**config.mk**
```make
export PLATFORM = sky130hd
export DESIGN_NAME = modrm_sib_decoder
export DESIGN_NICKNAME = d
export VERILOG_FILES = /design/src/rtl/mrm_pkg.sv /design/src/rtl/mrm_amode.sv /design/src/rtl/mrm_sib.sv /design/src/rtl/mrm_disp.sv /design/src/rtl/modrm_sib_decoder.sv
export SDC_FILE = /design/constraint.sdc
export NUM_CORES = 1
export LEC_CHECK = 0
export BUFFER_PORTS_ARGS = -buffer_cell sky130_fd_sc_hd__buf_4
export CAP_MARGIN = 10
export CORE_MARGIN = 2
export CORE_UTILIZATION = 48
export CTS_BUF_LIST = sky130_fd_sc_hd__clkbuf_4
export DETAILED_ROUTE_END_ITERATION = 6
export PLACE_DENSITY = 0.95
export SYNTH_ARGS = -nofsm -noshare
export SYNTH_HDL_FRONTEND = slang
export SYNTH_SLANG_ARGS = --single-unit
```
**constraint.sdc**
```tcl
create_clock -name clk -period 4.7 [get_ports clk]
set_clock_uncertainty 0.15 [all_clocks]
set_input_delay 0.94 -clock clk [delete_from_list [all_inputs] [get_ports clk]]
set_output_delay 0.94 -clock clk [all_outputs]
set_load 0.05 [all_outputs]
```
**src/rtl/mrm_pkg.sv**
```systemverilog
package mrm_pkg;
  typedef enum logic [1:0] {
    DSZ_NONE = 2'd0,
    DSZ_8    = 2'd1,
    DSZ_32   = 2'd2
  } dsz_t;

  localparam logic [1:0] MODE_IND  = 2'b00;
  localparam logic [1:0] MODE_D8   = 2'b01;
  localparam logic [1:0] MODE_D32  = 2'b10;
  localparam logic [1:0] MODE_REG  = 2'b11;
  localparam logic [2:0] RM_ESCAPE = 3'b100;
  localparam logic [2:0] RM_NOBASE = 3'b101;
endpackage

```
**src/rtl/mrm_amode.sv**
```systemverilog
module mrm_amode
  import mrm_pkg::*;
(
  input  logic [1:0] mode_f,
  input  logic [2:0] rm_f,
  output logic       is_reg,
  output logic       need_sib,
  output logic       plain_abs
);
  always_comb begin
    is_reg    = (mode_f == MODE_REG);
    need_sib  = !is_reg && (rm_f == RM_ESCAPE);
    // decided on the raw 3-bit field: REX.B never reaches this compare
    plain_abs = (mode_f == MODE_IND) && (rm_f == RM_NOBASE);
  end
endmodule

```
**src/rtl/mrm_sib.sv**
```systemverilog
module mrm_sib
  import mrm_pkg::*;
(
  input  logic [7:0] sib_byte,
  input  logic [1:0] mode_f,
  input  logic       rex_x,
  output logic [1:0] scale,
  output logic [3:0] idx_num,
  output logic       idx_none,
  output logic [2:0] base_fld,
  output logic       base_abs
);
  always_comb begin
    scale    = sib_byte[7:6];
    idx_num  = {rex_x, sib_byte[5:3]};
    idx_none = (idx_num == 4'b0100);
    base_fld = sib_byte[2:0];
    base_abs = (mode_f == MODE_IND) && (base_fld == RM_NOBASE);
  end
endmodule

```
**src/rtl/mrm_disp.sv**
```systemverilog
module mrm_disp
  import mrm_pkg::*;
#(
  parameter int IN_W   = 48,
  parameter int DISP_W = 32
) (
  input  logic [IN_W-1:0]   bytes,
  input  logic              after_sib,
  input  dsz_t              dsel,
  output logic [DISP_W-1:0] disp
);
  logic [DISP_W-1:0] win;

  always_comb begin
    win = after_sib ? bytes[16 +: DISP_W] : bytes[8 +: DISP_W];
    unique case (dsel)
      DSZ_8:   disp = {{(DISP_W-8){win[7]}}, win[7:0]};
      DSZ_32:  disp = win;
      default: disp = '0;
    endcase
  end
endmodule

```
**src/rtl/modrm_sib_decoder.sv**
```systemverilog
module modrm_sib_decoder
  import mrm_pkg::*;
#(
  parameter int MAX_BYTES = 6,
  parameter int DISP_W    = 32
) (
  input  logic                             clk,
  input  logic                             rst,
  input  logic                             in_valid,
  input  logic                             long_mode,
  input  logic [3:0]                       rex,
  input  logic [8*MAX_BYTES-1:0]           addr_bytes,
  output logic                             out_valid,
  output logic                             is_reg,
  output logic                             op_wide,
  output logic [3:0]                       reg_num,
  output logic [2:0]                       ext_digit,
  output logic [3:0]                       rm_base,
  output logic                             has_sib,
  output logic [1:0]                       sib_scale,
  output logic [3:0]                       index_num,
  output logic                             index_none,
  output logic                             base_none,
  output logic                             rip_rel,
  output logic [1:0]                       disp_size,
  output logic [DISP_W-1:0]                disp,
  output logic [$clog2(MAX_BYTES+1)-1:0]   byte_count
);
  localparam int IN_W  = 8*MAX_BYTES;
  localparam int CNT_W = $clog2(MAX_BYTES+1);
  localparam int D32_B = DISP_W/8;

  typedef struct packed {
    logic              is_reg;
    logic              wide;
    logic [3:0]        reg_n;
    logic [2:0]        digit;
    logic [3:0]        rmb;
    logic              sib;
    logic [1:0]        scale;
    logic [3:0]        idx;
    logic              idx_none;
    logic              base_none;
    logic              rip;
    dsz_t              dsz;
    logic [DISP_W-1:0] disp;
    logic [CNT_W-1:0]  cnt;
  } dec_t;

  logic [3:0] rex_eff;
  logic [1:0] mode_f;
  logic [2:0] reg_f, rm_f;
  logic       c_is_reg, c_need_sib, c_plain_abs;
  logic [1:0] s_scale;
  logic [3:0] s_idx;
  logic       s_idx_none, s_base_abs;
  logic [2:0] s_base;
  dsz_t       c_dsz;
  logic [DISP_W-1:0] c_disp;
  dec_t       nxt, cur;
  logic       vld_q;

  assign rex_eff = long_mode ? rex : 4'h0;
  assign mode_f  = addr_bytes[7:6];
  assign reg_f   = addr_bytes[5:3];
  assign rm_f    = addr_bytes[2:0];

  mrm_amode u_amode (
    .mode_f(mode_f), .rm_f(rm_f),
    .is_reg(c_is_reg), .need_sib(c_need_sib), .plain_abs(c_plain_abs)
  );

  mrm_sib u_sib (
    .sib_byte(addr_bytes[15:8]), .mode_f(mode_f), .rex_x(rex_eff[1]),
    .scale(s_scale), .idx_num(s_idx), .idx_none(s_idx_none),
    .base_fld(s_base), .base_abs(s_base_abs)
  );

  always_comb begin
    unique case (mode_f)
      MODE_D8:  c_dsz = DSZ_8;
      MODE_D32: c_dsz = DSZ_32;
      MODE_IND: c_dsz = (c_need_sib ? s_base_abs : c_plain_abs) ? DSZ_32 : DSZ_NONE;
      default:  c_dsz = DSZ_NONE;
    endcase
  end

  mrm_disp #(.IN_W(IN_W), .DISP_W(DISP_W)) u_disp (
    .bytes(addr_bytes), .after_sib(c_need_sib), .dsel(c_dsz), .disp(c_disp)
  );

  always_comb begin
    nxt           = '0;
    nxt.is_reg    = c_is_reg;
    nxt.wide      = rex_eff[3];
    nxt.reg_n     = {rex_eff[2], reg_f};
    nxt.digit     = reg_f;
    nxt.sib       = c_need_sib;
    nxt.scale     = c_need_sib ? s_scale : 2'b00;
    nxt.idx       = c_need_sib ? s_idx : 4'h0;
    nxt.idx_none  = c_need_sib ? s_idx_none : 1'b1;
    nxt.base_none = !c_is_reg && (c_need_sib ? s_base_abs : c_plain_abs);
    nxt.rip       = long_mode && !c_is_reg && !c_need_sib && c_plain_abs;
    nxt.rmb       = nxt.base_none ? 4'h0 :
                    {rex_eff[0], (c_need_sib ? s_base : rm_f)};
    nxt.dsz       = c_dsz;
    nxt.disp      = c_disp;
    nxt.cnt       = CNT_W'(1) + CNT_W'(c_need_sib) +
                    ((c_dsz == DSZ_8)  ? CNT_W'(1) :
                     (c_dsz == DSZ_32) ? CNT_W'(D32_B) : CNT_W'(0));
  end

  always_ff @(posedge clk) begin
    if (rst) begin
      vld_q <= 1'b0;
      cur   <= '0;
    end else begin
      vld_q <= in_valid;
      cur   <= nxt;
    end
  end

  assign out_valid  = vld_q;
  assign is_reg     = cur.is_reg;
  assign op_wide    = cur.wide;
  assign reg_num    = cur.reg_n;
  assign ext_digit  = cur.digit;
  assign rm_base    = cur.rmb;
  assign has_sib    = cur.sib;
  assign sib_scale  = cur.scale;
  assign index_num  = cur.idx;
  assign index_none = cur.idx_none;
  assign base_none  = cur.base_none;
  assign rip_rel    = cur.rip;
  assign disp_size  = cur.dsz;
  assign disp       = cur.disp;
  assign byte_count = cur.cnt;

  AST_VALID_LAT: assert property (@(posedge clk) disable iff (rst)
    in_valid |=> out_valid);
  AST_IDLE_LAT: assert property (@(posedge clk) disable iff (rst)
    !in_valid |=> !out_valid);
  AST_REG_SHORT: assert property (@(posedge clk) disable iff (rst)
    out_valid && is_reg |-> byte_count == CNT_W'(1) && !has_sib && disp_size == 2'd0);
  AST_SIB_LEN: assert property (@(posedge clk) disable iff (rst)
    out_valid && has_sib |-> byte_count >= CNT_W'(2) && !is_reg);
  AST_RIP_MODE: assert property (@(posedge clk) disable iff (rst)
    out_valid && rip_rel |-> $past(long_mode) && base_none && !has_sib);
  AST_NOBASE_D32: assert property (@(posedge clk) disable iff (rst)
    out_valid && base_none |-> disp_size == 2'd2);
  AST_WIDE_MODE: assert property (@(posedge clk) disable iff (rst)
    out_valid && op_wide |-> $past(long_mode));
endmodule

```
# Word level (Yosys, flattened, before mapping)
# Cells that the tools add are included.
# op_classes
n_mul,0
mux,10
n_eq_ne,9
n_bitwise,2
magnitude_cmp,0
shift,0
n_addsub,2
div_mod_pow,0
n_reduce_logical,14
# ops
operator,count
$pmux 32 s2,1
$mux 32,1
$eq 3x3->1 const B,3
$mux 3,3
$logic_and 1x1->1,7
$eq 2x2->1 const B,3
$pmux 2 s3,1
$reduce_or 2->1,3
$eq 2x1->1 const B,2
$eq 4x3->1 const B,1
$mux 2,2
$add 2x3->3,1
$reduce_or 3->1,1
$add 1x1->2 const A,1
$logic_not 1->1,2
$logic_not 2->1,1
$mux 1,2
$not 1->1,2
# word_totals
memories,0
output_inout_bits,61
wordCells,53
latch_bits,0
regBits,58
mem_bits_rw,0
mem_bits_ro,0

# Depth between registers and ports, before layout
# Gate-level depths: netlist of the first run.
# depth
depth_word,10
mapped_depth,7
mapped_depth_nobuf,5

# Hierarchy
# From an unflattened synthesis of the first run, not the netlist that was laid out.
# hier_totals
hier_cells,242
hier_area_um2,2531.2
# modules_own_cells
module,n_inst,seq_area_each_um2,cells_each,area_each_um2
modrm_sib_decoder,1,1161.1,141,1711.6
mrm_disp,1,0.0,85,666.9
mrm_sib,1,0.0,12,96.3
mrm_amode,1,0.0,4,56.3

# Least setup slack after synthesis of the first run
# OpenSTA, ideal clock, no wires.
# synth_path
path_type,input -> register
from,in addr_bytes[1]
to,"reg cur, in the netlist byte_count[0]"
arrival_time_ns,2.008
required_time_ns,4.483
n_path_buf,2
path_slack_ns,2.476
stages,7
path_cell_list,and2b_1 -> and2_4 -> buf_12 -> inv_12 -> buf_8 -> ha_1 -> nor2_1
# synth_via
elab_chain_cells,8
word_cells_on_any_way,11
# synth_lines
item,line,rtl
"start, declared",modrm_sib_decoder.sv:12,"input logic [8*MAX_BYTES-1:0] addr_bytes,"
$eq 3x3->1 (on tied branches),"mrm_amode.sv:14, mrm_amode.sv:12",
$logic_and 1x1->1 (on tied branches),"mrm_amode.sv:14, mrm_amode.sv:12",
$mux 1,modrm_sib_decoder.sv:83,MODE_IND: c_dsz = (c_need_sib ? s_base_abs : c_plain_abs) ? DSZ_32 : DSZ_NONE;
$mux 2,modrm_sib_decoder.sv:83,
$pmux 2 s3,modrm_sib_decoder.sv:80,unique case (mode_f)
$eq 2x1->1,modrm_sib_decoder.sv:109,((c_dsz == DSZ_8) ? CNT_W'(1) :
$mux 3,modrm_sib_decoder.sv:109,
$add 2x3->3 (*),modrm_sib_decoder.sv:108,nxt.cnt = CNT_W'(1) + CNT_W'(c_need_sib) +
"end signal, assigned",modrm_sib_decoder.sv:119,cur <= nxt;
"end, declared",modrm_sib_decoder.sv:60,"dec_t nxt, cur;"
# Mark *: on every way between the ends. The rest lies on a longest branch, timed or not.
# A chain may end at the register's enable or synchronous reset.

# Worst setup path after layout of the first run
# layout_path
from,in addr_bytes[10]
to,"reg cur, in the netlist disp[20]"
# layout_via
elab_chain_cells,7
word_cells_on_any_way,8
# layout_lines
item,line,rtl
$eq 3x3->1 (*),mrm_sib.sv:18,base_abs = (mode_f == MODE_IND) && (base_fld == RM_NOBASE);
$logic_and 1x1->1 (*),mrm_sib.sv:18,
$mux 1 (*),modrm_sib_decoder.sv:83,
$mux 2 (*),modrm_sib_decoder.sv:83,
$pmux 2 s3 (*),modrm_sib_decoder.sv:80,
$eq 2x2->1 or $eq 2x1->1 (tied branches),mrm_disp.sv:16,unique case (dsel)
$pmux 32 s2 (*),mrm_disp.sv:16,
# Marks and branches as above.

==> impl_metrics.py, run 1 <==
metrics = {
    "timing": {
        "tns_ns": 0,
        "layout_min_cycle_time_ns": 2.32,
        "setup_violations": 0,
        "finalHoldViolCount": 0,
        "layout_setup_ws_ns": 2.38,
        "slew_headroom_pct": 38.6,
        "rsz0062_at_grt": "false",
        "tightest_slew_ns": 0.921,
        "period_share_pct": 49.4,
        "finalMaxSlewViolations": 0,
        "fmax_ghz": 0.431,
    },
    "logic_synthesis": {
        "synth_most_common_cell": "dfxtp_1",
        "synth_seq_cells": 58,
        "syn_inst": 194,
        "synth-simple-area-share_pct": 12.2,
        "synth_top_area_share_pct": 56.4,
        "synth_fp_nets": 251,
        "ys.warnings.count": 0,
        "yosys-top-cells-area": "dfxtp_1 56%, mux2i_1 12%, o21ai_0 3.4%, nand2_1 2.9%, a21oi_1 2.7%",
        "avgSynthCellArea_sq_um": 10.6,
        "yosysSeqAreaShare_pct": 56.4,
        "synth-adder-area-share_pct": 0.608,
        "yosysTopAreaCell": "dfxtp_1",
        "synth_top_family_by_area": "compound AO/OA/AOI/OAI gates",
        "synth_cell_type_count": 35,
        "synth_xor_xnor_area_share_pct": 0,
        "synth-compound-area-share_pct": 12.2,
        "synth_edf_count": 0,
        "async_reset_ff_share_pct": 0,
        "synth_common_cells": "58 x dfxtp_1, 24 x mux2i_1, 16 x nand2_1",
        "muxShareOfSynthArea_pct": 11.7,
        "synth_flop_cell": "dfxtp_1",
        "syn_area_sq_um": 2060,
    },
    "job": {
        "cap_violations": 0,
    },
    "setup_path": {
        "worstSetupPathType": "input pin to flop",
        "crit_family": "compound AO/OA/AOI/OAI gates",
        "path_cells": "buf_4 > and3b_1 > o21a_1 > o21ai_2 > o21ai_0",
        "cp-start-kind": "input pin",
        "max_stage_delay_ns": 0.71,
        "path_buf_inv": 1,
        "cpMaxStageDelayCell": "o21ai_2",
        "end_kind": "flop",
        "worstPathRequired_ns": 4.77,
        "worstPathMaxFanout": 26,
        "crit_arrival_ns": 2.40,
    },
    "clocking": {
        "clkSinkCount": 58,
        "cts.path.max_buffers": 2,
        "cts_hold_buf": 0,
        "htree_levels": 3,
        "postCtsSetupBuffers": 0,
        "clk_pin_slew_ns": 0.10,
        "numCtsBuffers": 9,
        "cts_resized": 0,
        "cts_tree": "yes",
        "cts_root_buf": "clkbuf_4",
    },
    "floorplan": {
        "placementRows": 23,
        "core_region_area_sq_um": 4060,
        "ioPinCount": 117,
        "dieHeight_microns": 69.5,
        "die-area_sq_um": 4830,
        "die_w_microns": 69.5,
        "initial_utilization_pct": 50.7,
    },
    "final_layout": {
        "area_growth_pct": 45.9,
        "fin_nets": 365,
        "num_antenna_cells": 0,
        "final-seq-area_sq_um": 1160,
        "largest_register_ffs": 32,
        "multi_input_area_sq_um": 753,
        "finalNonFillerCells": 363,
        "n_fill_cell": 298,
        "stdcell_area_sq_um": 3000,
        "drive_gt1_share_pct": 44.7,
    },
    "power_and_ir_drop": {
        "combPwrFrac_pct": 21.1,
        "power_density_nw_per_um2": 362,
        "p_leak_nw": 1.49,
        "p_sw_share_pct": 30.6,
        "clkPwrFrac_pct": 30.8,
        "power_switching_w": 0.000333,
        "vdd_drop_max_v": 0.000188,
        "internal-power_w": 0.000755,
        "seqPwrFrac_pct": 48.1,
        "power.total_w": 0.00109,
    },
    "place": {
        "gp_congestion": 0.810,
        "place_ws_ns": 1.98,
        "dpl_cell_area_sq_um": 2880,
        "portBuffers": 116,
        "place_inst": 347,
    },
    "detailed_routing": {
        "drc": 0,
        "routed_wl_microns": 5490,
        "via_count": 1807,
        "firstDrtPassIters": 4,
        "wl_per_cell_microns": 15.1,
        "antenna_left": 0,
        "first_iter_violations": 137,
        "routed_via_density": 4.98,
    },
    "global_route": {
        "grt_start_max_net_pins": 28,
        "track_usage_pct": 23.1,
        "grt_pass1_vias": 1797,
        "antenna_found_initial": 0,
        "grt_pass1_wl_microns": 8620,
        "grt.overflow.total": 0,
    },
    "status": {
        "status": "complete, no violations",
    },
    "min_path": {
        "hp-class": "input pin to flop",
    },
}
[stage by stage]
stage	util, %	hold slack, ns
2_1_floorplan	-	0.904
3_3_place_gp	70.9	0.993
3_5_place_dp	70.9	1.00
4_1_cts	74.0	0.575
5_1_grt	74.0	0.553
6_report	74.0	0.591
[power groups by stage]
stage               Clock, W  Sequential, W  Combinational [W]
CTS                 0.000340       0.000524           0.000230
detailed placement         0       0.000535           0.000229
global route        0.000372       0.000526           0.000240
floorplan                  0       0.000622          0.0000544
global placement           0       0.000534           0.000225
finish              0.000335       0.000524           0.000229
[cell families (layout without fill, tap and decap cells)]
| family | count (synthesis) | count (layout) |
|---|---|---|
| flip-flops | 58 | 58 |
| adder cells (fa/ha/maj) | 1 | 1 |
| buffers and inverters | 17 | 136 |
| multiplexers | 24 | 24 |
| AO/OA/AOI/OAI | 44 | 44 |
| AND/OR/NAND/NOR | 50 | 50 |
[cell type report]
class | instances | area share [%]
repair buffers | 116 | 29.0
well taps | 50 | 2.08
clock inverters | 7 | 2.00
inverters | 4 | 0.917
multi-input cells | 119 | 25.1
clock buffers | 9 | 2.25
flip-flops and latches | 58 | 38.7
[layout by cell type (no fill, tap or decap)]
cell       netlist  final
o21ai_0         14     14
buf_4            3    116
nor3_1           2      2
nor2_2           1      1
o21ai_1         11     11
and4_1           1      1
and2_1           6      6
nor2_1          11     11
and3_1           2      2
inv_1            3      3
a31oi_1          1      1
and3b_1          1      1
and2_4           1      1
a21oi_2          1      1
ha_1             1      1
nand2_1         16     16
o211ai_1         1      1
nand3_1          1      1
nand2b_1         2      2
o21ai_2          2      2
o31ai_2          1      1
a21oi_1         11     11
o21ba_2          1      1
dfxtp_1         58     58
bufinv_16        0      1
clkbuf_4         0      9
clkinv_2         0      6
inv_12           1      1
o21a_1           1      1
and2b_1          1      1
nor2b_1          5      5
mux2i_1         24     24
[layer usage]
| metal | wire, microns | up-vias | GRT usage [%] |
|---|---|---|---|
| met2 | 2860 | 78 | 40.2 |
| met4 | 105 | 0 | 8.71 |
| li1 | - | 885 | - |
| met1 | 2130 | 837 | 25.2 |
| met3 | 390 | 7 | 9.16 |
| met5 | 0 | - | 0 |
[worst paths after layout]
check | start | to | slack (ns) | depth (start not counted)
max | addr_bytes[10] | disp[20] | 2.38 | 5
min | rex[2] | reg_num[3] | 0.59 | 2
Power figures use the tool's default switching activity.
==> inputs of run 2 (changes only) <==
CORE_UTILIZATION = 41   (was 48)
PLACE_DENSITY = 0.88   (was 0.95)
clock period = 1.9 ns   (was 4.7 ns; I/O delays follow)
==> impl_metrics.py, run 2 (synthesized netlist as in run 1, its figures left out) <==
metrics = {
    "clocking": {
        "cts_tree": "yes",
        "htree_levels": 3,
        "numCtsBuffers": 9,
        "clk_pin_slew_ns": 0.10,
        "cts_resized": 0,
        "clkSinkCount": 58,
        "cts_root_buf": "clkbuf_4",
        "cts.path.max_buffers": 2,
    },
    "final_layout": {
        "finalNonFillerCells": 385,
        "area_growth_pct": 52.2,
        "final_common_cell": "buf_4",
        "drive_gt1_share_pct": 45.3,
        "fin_nets": 371,
        "final_cell_mix": "118 x buf_4, 58 x dfxtp_1, 24 x mux2i_1",
        "num_antenna_cells": 0,
        "n_fill_cell": 424,
        "largest_register_ffs": 32,
    },
    "setup_path": {
        "max_stage_delay_ns": 0.35,
        "worstPathRequired_ns": 1.37,
        "path_buf_inv": 1,
        "crit_arrival_ns": 0.94,
        "crit_family": "flip-flops",
        "cp-start-kind": "flop",
        "end_kind": "output port",
        "worstPathMaxFanout": 1,
        "cpMaxStageDelayCell": "dfxtp_1",
        "path_cells": "buf_4",
        "worstSetupPathType": "flop to output port",
    },
    "detailed_routing": {
        "wl_per_cell_microns": 13.9,
        "via_count": 1780,
        "first_iter_violations": 83,
        "routed_wl_microns": 5330,
        "routed_via_density": 4.62,
        "antenna_left": 0,
        "drc": 0,
        "firstDrtPassIters": 4,
    },
    "power_and_ir_drop": {
        "p_leak_nw": 1.53,
        "internal-power_w": 0.00201,
        "seqPwrFrac_pct": 45.5,
        "power_switching_w": 0.000833,
        "p_sw_share_pct": 29.3,
        "power_density_nw_per_um2": 908,
        "combPwrFrac_pct": 20.3,
        "clkPwrFrac_pct": 34.2,
        "vdd_drop_max_v": 0.000382,
    },
    "floorplan": {
        "core_region_area_sq_um": 4790,
        "placementRows": 25,
        "die-area_sq_um": 5600,
        "initial_utilization_pct": 43.0,
        "die_w_microns": 74.9,
        "dieHeight_microns": 74.9,
        "ioPinCount": 117,
    },
    "global_route": {
        "grt.overflow.total": 0,
        "use_met1_pct": 20.3,
        "use_met2_pct": 33.6,
        "antenna_found_initial": 0,
        "grt_pass1_vias": 1679,
        "grt_use_met3_pct": 7.63,
        "grt_start_max_net_pins": 27,
        "grt_pass1_wl_microns": 7870,
        "track_usage_pct": 19.5,
        "grt_busiest_layer": "met2",
    },
    "place": {
        "place_inst": 369,
        "hpwl_microns": 3970,
        "portBuffers": 116,
        "gp_congestion": 0.812,
    },
    "status": {
        "status": "complete, no violations",
    },
    "timing": {
        "tightest_slew_ns": 0.353,
        "finalHoldViolCount": 0,
        "slew_headroom_pct": 76.3,
        "setup_violations": 0,
        "period_share_pct": 77.5,
        "tns_ns": 0,
        "finalMaxSlewViolations": 0,
        "layout_min_cycle_time_ns": 1.47,
        "fmax_ghz": 0.679,
        "rsz0062_at_grt": "false",
    },
    "job": {
        "cap_violations": 0,
    },
    "min_path": {
        "hp-class": "input pin to flop",
    },
}
-- run 2: changes by cell type in the layout (fill, tap and decap cells not counted), sizes merged --
cell,delta
clkinvlp,+1
buf,+5
clkinv,-3
dlygate4sd3,+1
bufinv,+1
-- run 2: area by class of cell --
type | instances | area [sq um] | share of cell area [%]
well taps | 67 | 83.8 | 2.68
inverters | 4 | 27.5 | 0.879
clock buffers | 9 | 67.6 | 2.16
repair buffers | 122 | 956 | 30.5
clock inverters | 6 | 82.6 | 2.64
multi-input cells | 119 | 753 | 24.1
flip-flops and latches | 58 | 1160 | 37.1
-- run 2: timing repair --
item,CTS,global route
hold buffers,0,1
endpoints found under the hold margin,0,1
buffers inserted,0,0
-- run 2: metal layers --
layer | wire [microns] | vias to the layer above | share of wire (%)
li1 | - | 895 | -
met1 | 2060 | 809 | 39
met2 | 2780 | 64 | 52
met3 | 370 | 12 | 6.9
met4 | 128 | 0 | 2.4
met5 | 0 | - | 0
-- run 2: per-stage QoR --
| step | total power (W) | setup WS (ns) | utilization, % | instance area (sq um) | hold slack [ns] |
|---|---|---|---|---|---|
| after floorplan | 0.00167 | 0.236 | - | 2060 | 0.344 |
| after global placement | 0.00189 | 0.172 | 62.1 | 2970 | 0.432 |
| after detailed placement | 0.00190 | 0.0484 | 62.1 | 2970 | 0.436 |
| after CTS | 0.00285 | 0.412 | 65.2 | 3120 | 0.0161 |
| after global routing | 0.00294 | 0.367 | 65.4 | 3130 | 0.000941 |
| final | 0.00284 | 0.427 | 65.4 | 3130 | 0.0348 |
-- run 2: path summary, 6_finish.rpt --
path | slack, ns | from | cells past startpoint | end
setup / recovery | 0.43 | is_reg | 1 | is_reg
hold / removal | 0.03 | in_valid | 2 | out_valid
-- run 2: power groups by stage --
stage	combinational, W	clock [W]	sequential, W
CTS	0.000580	0.000975	0.00129
global placement	0.000570	0	0.00132
floorplan	0.000135	0	0.00154
global route	0.000611	0.00103	0.00130
finish	0.000578	0.000973	0.00129
detailed placement	0.000579	0	0.00132
